==> config.mk <==
export PLATFORM = sky130hd
export DESIGN_NAME = smbus_host_regs
export DESIGN_NICKNAME = d
export VERILOG_FILES = /design/src/rtl/smbus_host_pkg.sv /design/src/rtl/smbus_win_decode.sv /design/src/rtl/smbus_blk_buf.sv /design/src/rtl/smbus_cmd_ctrl.sv /design/src/rtl/smbus_host_regs.sv
export SDC_FILE = /design/constraint.sdc
export NUM_CORES = 1
export LEC_CHECK = 0
export CAP_MARGIN = 20
export CORE_AREA = 2 2 247 249
export CTS_BUF_LIST = sky130_fd_sc_hd__clkbuf_8 sky130_fd_sc_hd__clkbuf_16
export CTS_CLUSTER_DIAMETER = 120
export DETAILED_ROUTE_END_ITERATION = 7
export DIE_AREA = 0 0 249 251
export DONT_BUFFER_PORTS = 1
export PLACE_DENSITY_LB_ADDON = 0.1
export SKIP_CTS_REPAIR_TIMING = 1
export SYNTH_ARGS = -nofsm -noshare
export SYNTH_HDL_FRONTEND = slang
export SYNTH_SLANG_ARGS = --single-unit
export TNS_END_PERCENT = 10
==> constraint.sdc <==
create_clock -name clk_i -period 7.6 [get_ports clk_i]
set_clock_uncertainty 0.05 [all_clocks]
set_input_delay 0.76 -clock clk_i [delete_from_list [all_inputs] [get_ports clk_i]]
set_output_delay 0.76 -clock clk_i [all_outputs]
set_load 0.02 [all_outputs]
==> src/rtl/smbus_host_pkg.sv <==
package smbus_host_pkg;
  localparam logic [3:0] OFS_STAT = 4'h0;
  localparam logic [3:0] OFS_CTL  = 4'h2;
  localparam logic [3:0] OFS_CMD  = 4'h3;
  localparam logic [3:0] OFS_ADDR = 4'h4;
  localparam logic [3:0] OFS_D0   = 4'h5;
  localparam logic [3:0] OFS_D1   = 4'h6;
  localparam logic [3:0] OFS_BLK  = 4'h7;

  localparam logic [7:0] ST_BUSY   = 8'h01;
  localparam logic [7:0] ST_DONE   = 8'h02;
  localparam logic [7:0] ST_DEVERR = 8'h04;
  localparam logic [7:0] ST_FAIL   = 8'h10;
  localparam logic [7:0] ST_W1C    = 8'h1e;

  localparam int CTL_START = 6;
  localparam int CTL_KILL  = 1;

  typedef enum logic [2:0] {
    PR_QUICK = 3'd0,
    PR_BYTE  = 3'd1,
    PR_BDATA = 3'd2,
    PR_WORD  = 3'd3,
    PR_BLOCK = 3'd5
  } proto_e;

  function automatic logic proto_ok(input logic [2:0] p);
    return (p <= 3'd3) || (p == 3'd5);
  endfunction
endpackage

==> src/rtl/smbus_win_decode.sv <==
module smbus_win_decode #(
  parameter int AW     = 16,
  parameter int WIN_AW = 4
) (
  input  logic [AW-1:0]     base_i,
  input  logic              en_i,
  input  logic [AW-1:0]     addr_i,
  input  logic              rd_i,
  input  logic              wr_i,
  output logic              hit_o,
  output logic [WIN_AW-1:0] ofs_o,
  output logic              rd_o,
  output logic              wr_o
);
  localparam logic [AW-1:0] LOW_MASK = AW'((1 << WIN_AW) - 1);

  logic active;
  assign active = en_i && ((base_i & ~LOW_MASK) != '0);
  assign hit_o  = active && (addr_i[AW-1:WIN_AW] == base_i[AW-1:WIN_AW]);
  assign ofs_o  = addr_i[WIN_AW-1:0];
  assign rd_o   = hit_o && rd_i;
  assign wr_o   = hit_o && wr_i;
endmodule

==> src/rtl/smbus_blk_buf.sv <==
module smbus_blk_buf #(
  parameter int DEPTH = 32
) (
  input  logic               clk_i,
  input  logic               rst_ni,
  input  logic               wr_i,
  input  logic               rd_i,
  input  logic               idx_clr_i,
  input  logic [7:0]         wdata_i,
  input  logic               load_i,
  input  logic [DEPTH*8-1:0] load_data_i,
  output logic [7:0]         rdata_o,
  output logic [DEPTH*8-1:0] flat_o
);
  localparam int IW = (DEPTH > 1) ? $clog2(DEPTH) : 1;
  localparam logic [IW-1:0] LAST = IW'(DEPTH - 1);

  logic [7:0]    mem_q [DEPTH];
  logic [IW-1:0] idx_q;
  logic [IW-1:0] idx_nxt;

  assign idx_nxt = (idx_q == LAST) ? '0 : idx_q + 1'b1;
  assign rdata_o = mem_q[idx_q];

  always_ff @(posedge clk_i or negedge rst_ni) begin
    if (!rst_ni) idx_q <= '0;
    else if (idx_clr_i) idx_q <= '0;
    else if (wr_i || rd_i) idx_q <= idx_nxt;
  end

  for (genvar g = 0; g < DEPTH; g++) begin : g_ent
    always_ff @(posedge clk_i or negedge rst_ni) begin
      if (!rst_ni) mem_q[g] <= '0;
      else if (load_i) mem_q[g] <= load_data_i[g*8 +: 8];
      else if (wr_i && idx_q == IW'(g)) mem_q[g] <= wdata_i;
    end
    assign flat_o[g*8 +: 8] = mem_q[g];
  end

  AST_IDX_STEP: assert property (@(posedge clk_i) disable iff (!rst_ni)
    ((wr_i || rd_i) && !idx_clr_i) |=>
      (idx_q == (($past(idx_q) == LAST) ? '0 : $past(idx_q) + 1'b1)));
  AST_IDX_CLR: assert property (@(posedge clk_i) disable iff (!rst_ni)
    idx_clr_i |=> (idx_q == '0));
endmodule

==> src/rtl/smbus_cmd_ctrl.sv <==
module smbus_cmd_ctrl
  import smbus_host_pkg::*;
#(
  parameter int DELAY_CYC = 8
) (
  input  logic        clk_i,
  input  logic        rst_ni,
  input  logic        wr_i,
  input  logic [3:0]  ofs_i,
  input  logic [7:0]  wdata_i,
  output logic [7:0]  stat_o,
  output logic [7:0]  ctl_o,
  output logic [7:0]  cmd_o,
  output logic [7:0]  addr_o,
  output logic [7:0]  data0_o,
  output logic [7:0]  data1_o,
  output logic        blk_load_o,
  output logic        tgt_req_o,
  output logic [2:0]  tgt_kind_o,
  output logic [6:0]  tgt_addr_o,
  output logic        tgt_rnw_o,
  output logic [7:0]  tgt_cmd_o,
  output logic [15:0] tgt_wdata_o,
  output logic [7:0]  tgt_len_o,
  input  logic        tgt_present_i,
  input  logic [15:0] tgt_rdata_i,
  input  logic [7:0]  tgt_len_i
);
  localparam int CW = $clog2(DELAY_CYC + 1);
  localparam logic [CW-1:0] CNT_LOAD = CW'(DELAY_CYC);

  logic [7:0]    stat_q, ctl_q, cmd_q, addr_q, d0_q, d1_q, next_q;
  logic          pend_q;
  logic [CW-1:0] cnt_q;

  logic       ctl_wr, start, kill, issue, rnw;
  logic [2:0] kind;
  logic [7:0] fin;

  assign ctl_wr = wr_i && (ofs_i == OFS_CTL);
  assign start  = ctl_wr && wdata_i[CTL_START];
  assign kill   = ctl_wr && wdata_i[CTL_KILL] && pend_q;
  assign kind   = wdata_i[4:2];
  assign rnw    = addr_q[0];
  assign issue  = start && tgt_present_i && proto_ok(kind);
  assign fin    = issue ? ST_DONE : ST_DEVERR;

  assign tgt_req_o   = issue;
  assign tgt_kind_o  = kind;
  assign tgt_addr_o  = addr_q[7:1];
  assign tgt_rnw_o   = rnw;
  assign tgt_cmd_o   = cmd_q;
  assign tgt_wdata_o = {d1_q, d0_q};
  assign tgt_len_o   = d0_q;
  assign blk_load_o  = issue && rnw && (kind == PR_BLOCK);

  assign stat_o  = stat_q;
  assign ctl_o   = ctl_q;
  assign cmd_o   = cmd_q;
  assign addr_o  = addr_q;
  assign data0_o = d0_q;
  assign data1_o = d1_q;

  always_ff @(posedge clk_i or negedge rst_ni) begin
    if (!rst_ni) begin
      stat_q <= '0; ctl_q <= '0; cmd_q <= '0; addr_q <= '0;
      d0_q   <= '0; d1_q  <= '0; next_q <= '0;
      pend_q <= 1'b0; cnt_q <= '0;
    end else begin
      if (wr_i) begin
        unique case (ofs_i)
          OFS_STAT: stat_q <= stat_q & ~(wdata_i & ST_W1C);
          OFS_CTL:  ctl_q  <= wdata_i & ~(8'(1) << CTL_START);
          OFS_CMD:  cmd_q  <= wdata_i;
          OFS_ADDR: addr_q <= wdata_i;
          OFS_D0:   d0_q   <= wdata_i;
          OFS_D1:   d1_q   <= wdata_i;
          default: ;
        endcase
      end
      if (issue && rnw) begin
        unique case (kind)
          PR_BYTE, PR_BDATA: d0_q <= tgt_rdata_i[7:0];
          PR_WORD: begin d0_q <= tgt_rdata_i[7:0]; d1_q <= tgt_rdata_i[15:8]; end
          PR_BLOCK: d0_q <= tgt_len_i;
          default: ;
        endcase
      end
      if (start) begin
        stat_q <= ST_BUSY;
        pend_q <= 1'b1;
        cnt_q  <= CNT_LOAD;
        next_q <= fin;
      end else if (kill) begin
        stat_q <= ST_FAIL;
        pend_q <= 1'b0;
      end else if (pend_q) begin
        if (cnt_q <= 1) begin
          stat_q <= next_q;
          pend_q <= 1'b0;
        end else begin
          cnt_q <= cnt_q - 1'b1;
        end
      end
    end
  end

  AST_BUSY_WHILE_PEND: assert property (@(posedge clk_i) disable iff (!rst_ni)
    pend_q |-> (stat_q == ST_BUSY));
  AST_REQ_NEEDS_TGT: assert property (@(posedge clk_i) disable iff (!rst_ni)
    tgt_req_o |-> tgt_present_i);
  AST_REQ_VALID_KIND: assert property (@(posedge clk_i) disable iff (!rst_ni)
    tgt_req_o |-> (tgt_kind_o inside {3'd0, 3'd1, 3'd2, 3'd3, 3'd5}));
  AST_REQ_GOES_BUSY: assert property (@(posedge clk_i) disable iff (!rst_ni)
    tgt_req_o |=> (pend_q && stat_q == ST_BUSY));
  AST_KILL_FAILS: assert property (@(posedge clk_i) disable iff (!rst_ni)
    (kill && !start) |=> (stat_q == ST_FAIL && !pend_q));
  AST_START_LOW: assert property (@(posedge clk_i) disable iff (!rst_ni)
    ctl_wr |=> !ctl_q[CTL_START]);
endmodule

==> src/rtl/smbus_host_regs.sv <==
module smbus_host_regs
  import smbus_host_pkg::*;
#(
  parameter int AW        = 16,
  parameter int BLK_DEPTH = 32,
  parameter int DELAY_CYC = 8,
  localparam int BW       = BLK_DEPTH * 8
) (
  input  logic          clk_i,
  input  logic          rst_ni,
  input  logic [AW-1:0] io_base_i,
  input  logic          io_en_i,
  input  logic [AW-1:0] io_addr_i,
  input  logic          io_wr_i,
  input  logic          io_rd_i,
  input  logic [7:0]    io_wdata_i,
  output logic [7:0]    io_rdata_o,
  output logic          tgt_req_o,
  output logic [2:0]    tgt_kind_o,
  output logic [6:0]    tgt_addr_o,
  output logic          tgt_rnw_o,
  output logic [7:0]    tgt_cmd_o,
  output logic [15:0]   tgt_wdata_o,
  output logic [7:0]    tgt_len_o,
  output logic [BW-1:0] tgt_blk_o,
  input  logic          tgt_present_i,
  input  logic [15:0]   tgt_rdata_i,
  input  logic [7:0]    tgt_len_i,
  input  logic [BW-1:0] tgt_blk_i
);
  logic       hit, rd, wr, blk_load;
  logic [3:0] ofs;
  logic [7:0] stat, ctl, cmd, addr, d0, d1, blk_rd;

  smbus_win_decode #(.AW(AW), .WIN_AW(4)) u_dec (
    .base_i(io_base_i), .en_i(io_en_i), .addr_i(io_addr_i),
    .rd_i(io_rd_i), .wr_i(io_wr_i),
    .hit_o(hit), .ofs_o(ofs), .rd_o(rd), .wr_o(wr)
  );

  smbus_cmd_ctrl #(.DELAY_CYC(DELAY_CYC)) u_ctrl (
    .clk_i, .rst_ni, .wr_i(wr), .ofs_i(ofs), .wdata_i(io_wdata_i),
    .stat_o(stat), .ctl_o(ctl), .cmd_o(cmd), .addr_o(addr),
    .data0_o(d0), .data1_o(d1), .blk_load_o(blk_load),
    .tgt_req_o, .tgt_kind_o, .tgt_addr_o, .tgt_rnw_o, .tgt_cmd_o,
    .tgt_wdata_o, .tgt_len_o, .tgt_present_i, .tgt_rdata_i, .tgt_len_i
  );

  smbus_blk_buf #(.DEPTH(BLK_DEPTH)) u_buf (
    .clk_i, .rst_ni,
    .wr_i(wr && ofs == OFS_BLK), .rd_i(rd && ofs == OFS_BLK),
    .idx_clr_i(rd && ofs == OFS_CTL), .wdata_i(io_wdata_i),
    .load_i(blk_load), .load_data_i(tgt_blk_i),
    .rdata_o(blk_rd), .flat_o(tgt_blk_o)
  );

  always_comb begin
    io_rdata_o = '0;
    if (hit) begin
      unique case (ofs)
        OFS_STAT: io_rdata_o = stat;
        OFS_CTL:  io_rdata_o = ctl;
        OFS_CMD:  io_rdata_o = cmd;
        OFS_ADDR: io_rdata_o = addr;
        OFS_D0:   io_rdata_o = d0;
        OFS_D1:   io_rdata_o = d1;
        OFS_BLK:  io_rdata_o = blk_rd;
        default:  io_rdata_o = '0;
      endcase
    end
  end

  AST_MISS_NO_WRITE: assert property (@(posedge clk_i) disable iff (!rst_ni)
    (io_wr_i && !hit) |=> ($stable(cmd) && $stable(addr) && $stable(d1)));
endmodule

==> flow_summary.toml <==
[power_and_ir_drop]
ir_drop_uv = 132
leakage_uw = 0.00853
fin_total_pwr_uw = 3580
p_sw_frac = 0.234
power.internal_uw = 2740
sequentialPowerShare = 0.465
clkPwrFrac = 0.522
combPwrFrac = 0.013
powerDensity_nw_per_um2 = 177
switchingPower_uw = 839

[timing]
setup_viol = 0
worst_pin_slew_ns = 1.15
rsz0062_at_grt = "no"
final.min_clock_period_ns = 4.66
hold_violations = 204
fin_ws_ns = 2.94
hold-worst-slack_ns = -0.146
tns_ns = 0
min_period_over_period = 0.613
drv_slew = 0
relSlewSlack = 0.235
fmax_mhz = 215

[logic_synthesis]
synth-simple-area-share = 0.141
ys_ff_latch = 312
synthXorXnorAreaFrac = 0.00607
syn_avg_cell_area_um2 = 9.75
synth_common_cells = "nor2_1, dfrtp_1, a21oi_1, clkbuf_1, nand2_1"
syn_nets = 2259
synth_cell_types = 67
synth.most_common_cell = "nor2_1"
synth_area_um2 = 18800
synth_edf_count = 0
synth_top_area_frac = 0.416
ys.flop_type = "dfrtp_1"
synthMuxAreaShare = 0.130
seq_area_frac_synth = 0.416
ys_async_sr_fraction = 1.00
yosysTopAreaCell = "dfrtp_1"
synthAdderAreaFrac = 0.00533
syn-instance-count = 1925
synth_compound_area_frac = 0.237
synth_top_family_by_area = "compound AO/OA/AOI/OAI gates"
ys_warn_count = 0
synth.area.top_cells = "dfrtp_1, mux4_2, a21oi_1"

[layout]
drive_above_1_share = 0.163
nets = 2101
fin_cells = 2587
area_delta_synth_final_pct = 7.53
register_area_um2 = 7820
multi_input_area_um2 = 9770
final.fill_count = 6148

[critical_path]
crit_slowest_cell = "dfrtp_4"
timing.critical_path.buf_inv = 1
cp-end-kind = "primary output"
crit_chain = "buf_4, mux4_2, mux4_2, mux2_2, a21oi_1, nor2_1"
crit_type = "flop to primary output"
crit_family = "multiplexers"
cpPeakStageDelay_ns = 0.84
cp_max_fo = 27
crit_top_cell = "mux4_2"
crit_path_start_kind = "flop"
required_ns = 6.79
arrival_ns = 3.85

[drt]
vias_per_cell = 6.48
postRouteAntennaNets = 0
drc = 0
drtIter0Drc = 1825
routed_wl_um = 100000
vias = 16800
routedWlPerCell_um = 38.7
firstDrtPassIters = 5

[place]
dpl.hpwl_um = 67100
dp.cells = 2504
place_congestion = 0.867
dpl_worst_slack_ns = 3.18
placement.io_buffers = 0

[die]
io_pins = 634
die_w_um = 249
fp.dieArea_um2 = 62500
dieHeight_um = 251
coreArea_um2 = 59800
num_rows = 90
start_util = 0.314

[global_route]
grt_max_degree = 313
grt_pass1_vias = 16700
grt_pass1_wl_um = 138000
grtUsageTotal = 0.311
antenna_found_initial = 15
overflow = 0

[outcome]
outcome = "complete, but fails checks"
violations = "hold timing"

[clock_tree]
cts_made_buffers = 41
cts_max_level = 2
cts_tree = "built"
clock_latency_ns = 0.56
cts_root_buf = "clkbuf_16"
cts.path.max_buffers = 3
cts.sinks = 312
clkTransAtPathRegs_ns = 0.06

[hold_path]
worstHoldPathType = "primary input to async pin"

[job]
drv_cap = 0
flip-flops by register name, summed over array words and instances (netlist names):
register	flops
u_buf.flat_o	256
u_buf.idx_q	5
u_ctrl.addr_o	8
u_ctrl.cmd_o	8
u_ctrl.cnt_q	4
u_ctrl.ctl_o	7
u_ctrl.data0_o	8
u_ctrl.data1_o	8
u_ctrl.next_q	2
u_ctrl.pend_q	1
u_ctrl.stat_o	5
cell usage in the layout, fill, tap and decap left out, drive strengths merged, types with 28 or more instances in the layout:
cell    instances
o21ai          74
o31ai          80
buf            36
a31oi          83
nor2          325
dfrtp         312
mux4           74
a21oi         246
mux2           31
clkbuf         50
nand2          90
and3           28
nand3          31
mux2i          43
a221oi         66
power groups by stage:
stage               clock network [uW]  logic, uW  registers (uW)
floorplan                            0       53.7            1690
global placement                     0       47.4            1690
detailed placement                   0       47.4            1690
CTS                               1910       47.5            1660
global route                      1970       50.1            1660
finish                            1870       47.5            1660
worst reg2reg max path: stages, from the launching register on:
cell     delay, ns
dfrtp_2       0.73
buf_4         0.59
ha_1          0.54
and3_1        0.25
ha_1          0.32
and3_1        0.20
nand3_1       0.48
mux2i_1       0.36
a21oi_1       0.09
metrics by stage:
stage / area, um^2 / util
after detailed placement: 18900 / 0.316
after CTS: 20100 / 0.337
after global routing: 20200 / 0.337
after global placement: 18900 / 0.316
final: 20200 / 0.338
after floorplan: 18800 / -
path summary, 6_finish.rpt:
path	start	end	slack, ns	cells past startpoint
worst min register to register	u_ctrl.next_q[2]	u_ctrl.next_q[2]	0.46	2
min in group clk_i	tgt_blk_i[43]	u_buf.flat_o[43]	0.26	2
worst max-delay path	u_buf.idx_q[1]	io_rdata_o[1]	2.94	6
worst max register to register	u_buf.idx_q[0]	u_buf.flat_o[250]	3.85	8
max in group asynchronous	rst_ni	u_buf.flat_o[169]	6.84	0
worst min-delay path	rst_ni	u_ctrl.addr_o[2]	-0.15	0
cells by family (layout without fill, tap and decap cells):
| logic type | count (synthesis) | after routing |
|---|---|---|
| adder cells (fa/ha/maj) | 8 | 8 |
| XOR/XNOR | 13 | 13 |
| multiplexers | 148 | 148 |
| buffers and inverters | 249 | 118 |
| AO/OA/AOI/OAI | 639 | 639 |
| other | 0 | 11 |
| AND/OR/NAND/NOR | 556 | 556 |
| flip-flops | 312 | 312 |
layer usage:
metal,track usage,wire length (um),vias to the layer above,share of wire
met3,0.0877,9070,175,0.091
li1,-,-,6878,-
met2,0.518,48500,965,0.48
met4,0.110,3750,2,0.037
met1,0.385,38900,8734,0.39
met5,0,16,-,0.00016
area by class of cell:
type                       instances  share of cell area
multi-input combinational       1364               0.484
sequential                       312               0.387
clock buffer                      50              0.0570
tap                              782              0.0485
timing repair buffer              36              0.0149
clock inverter                    20             0.00459
inverter                          12             0.00223
antenna                           11             0.00136
Note: power is estimated with default switching activity, not from simulation.
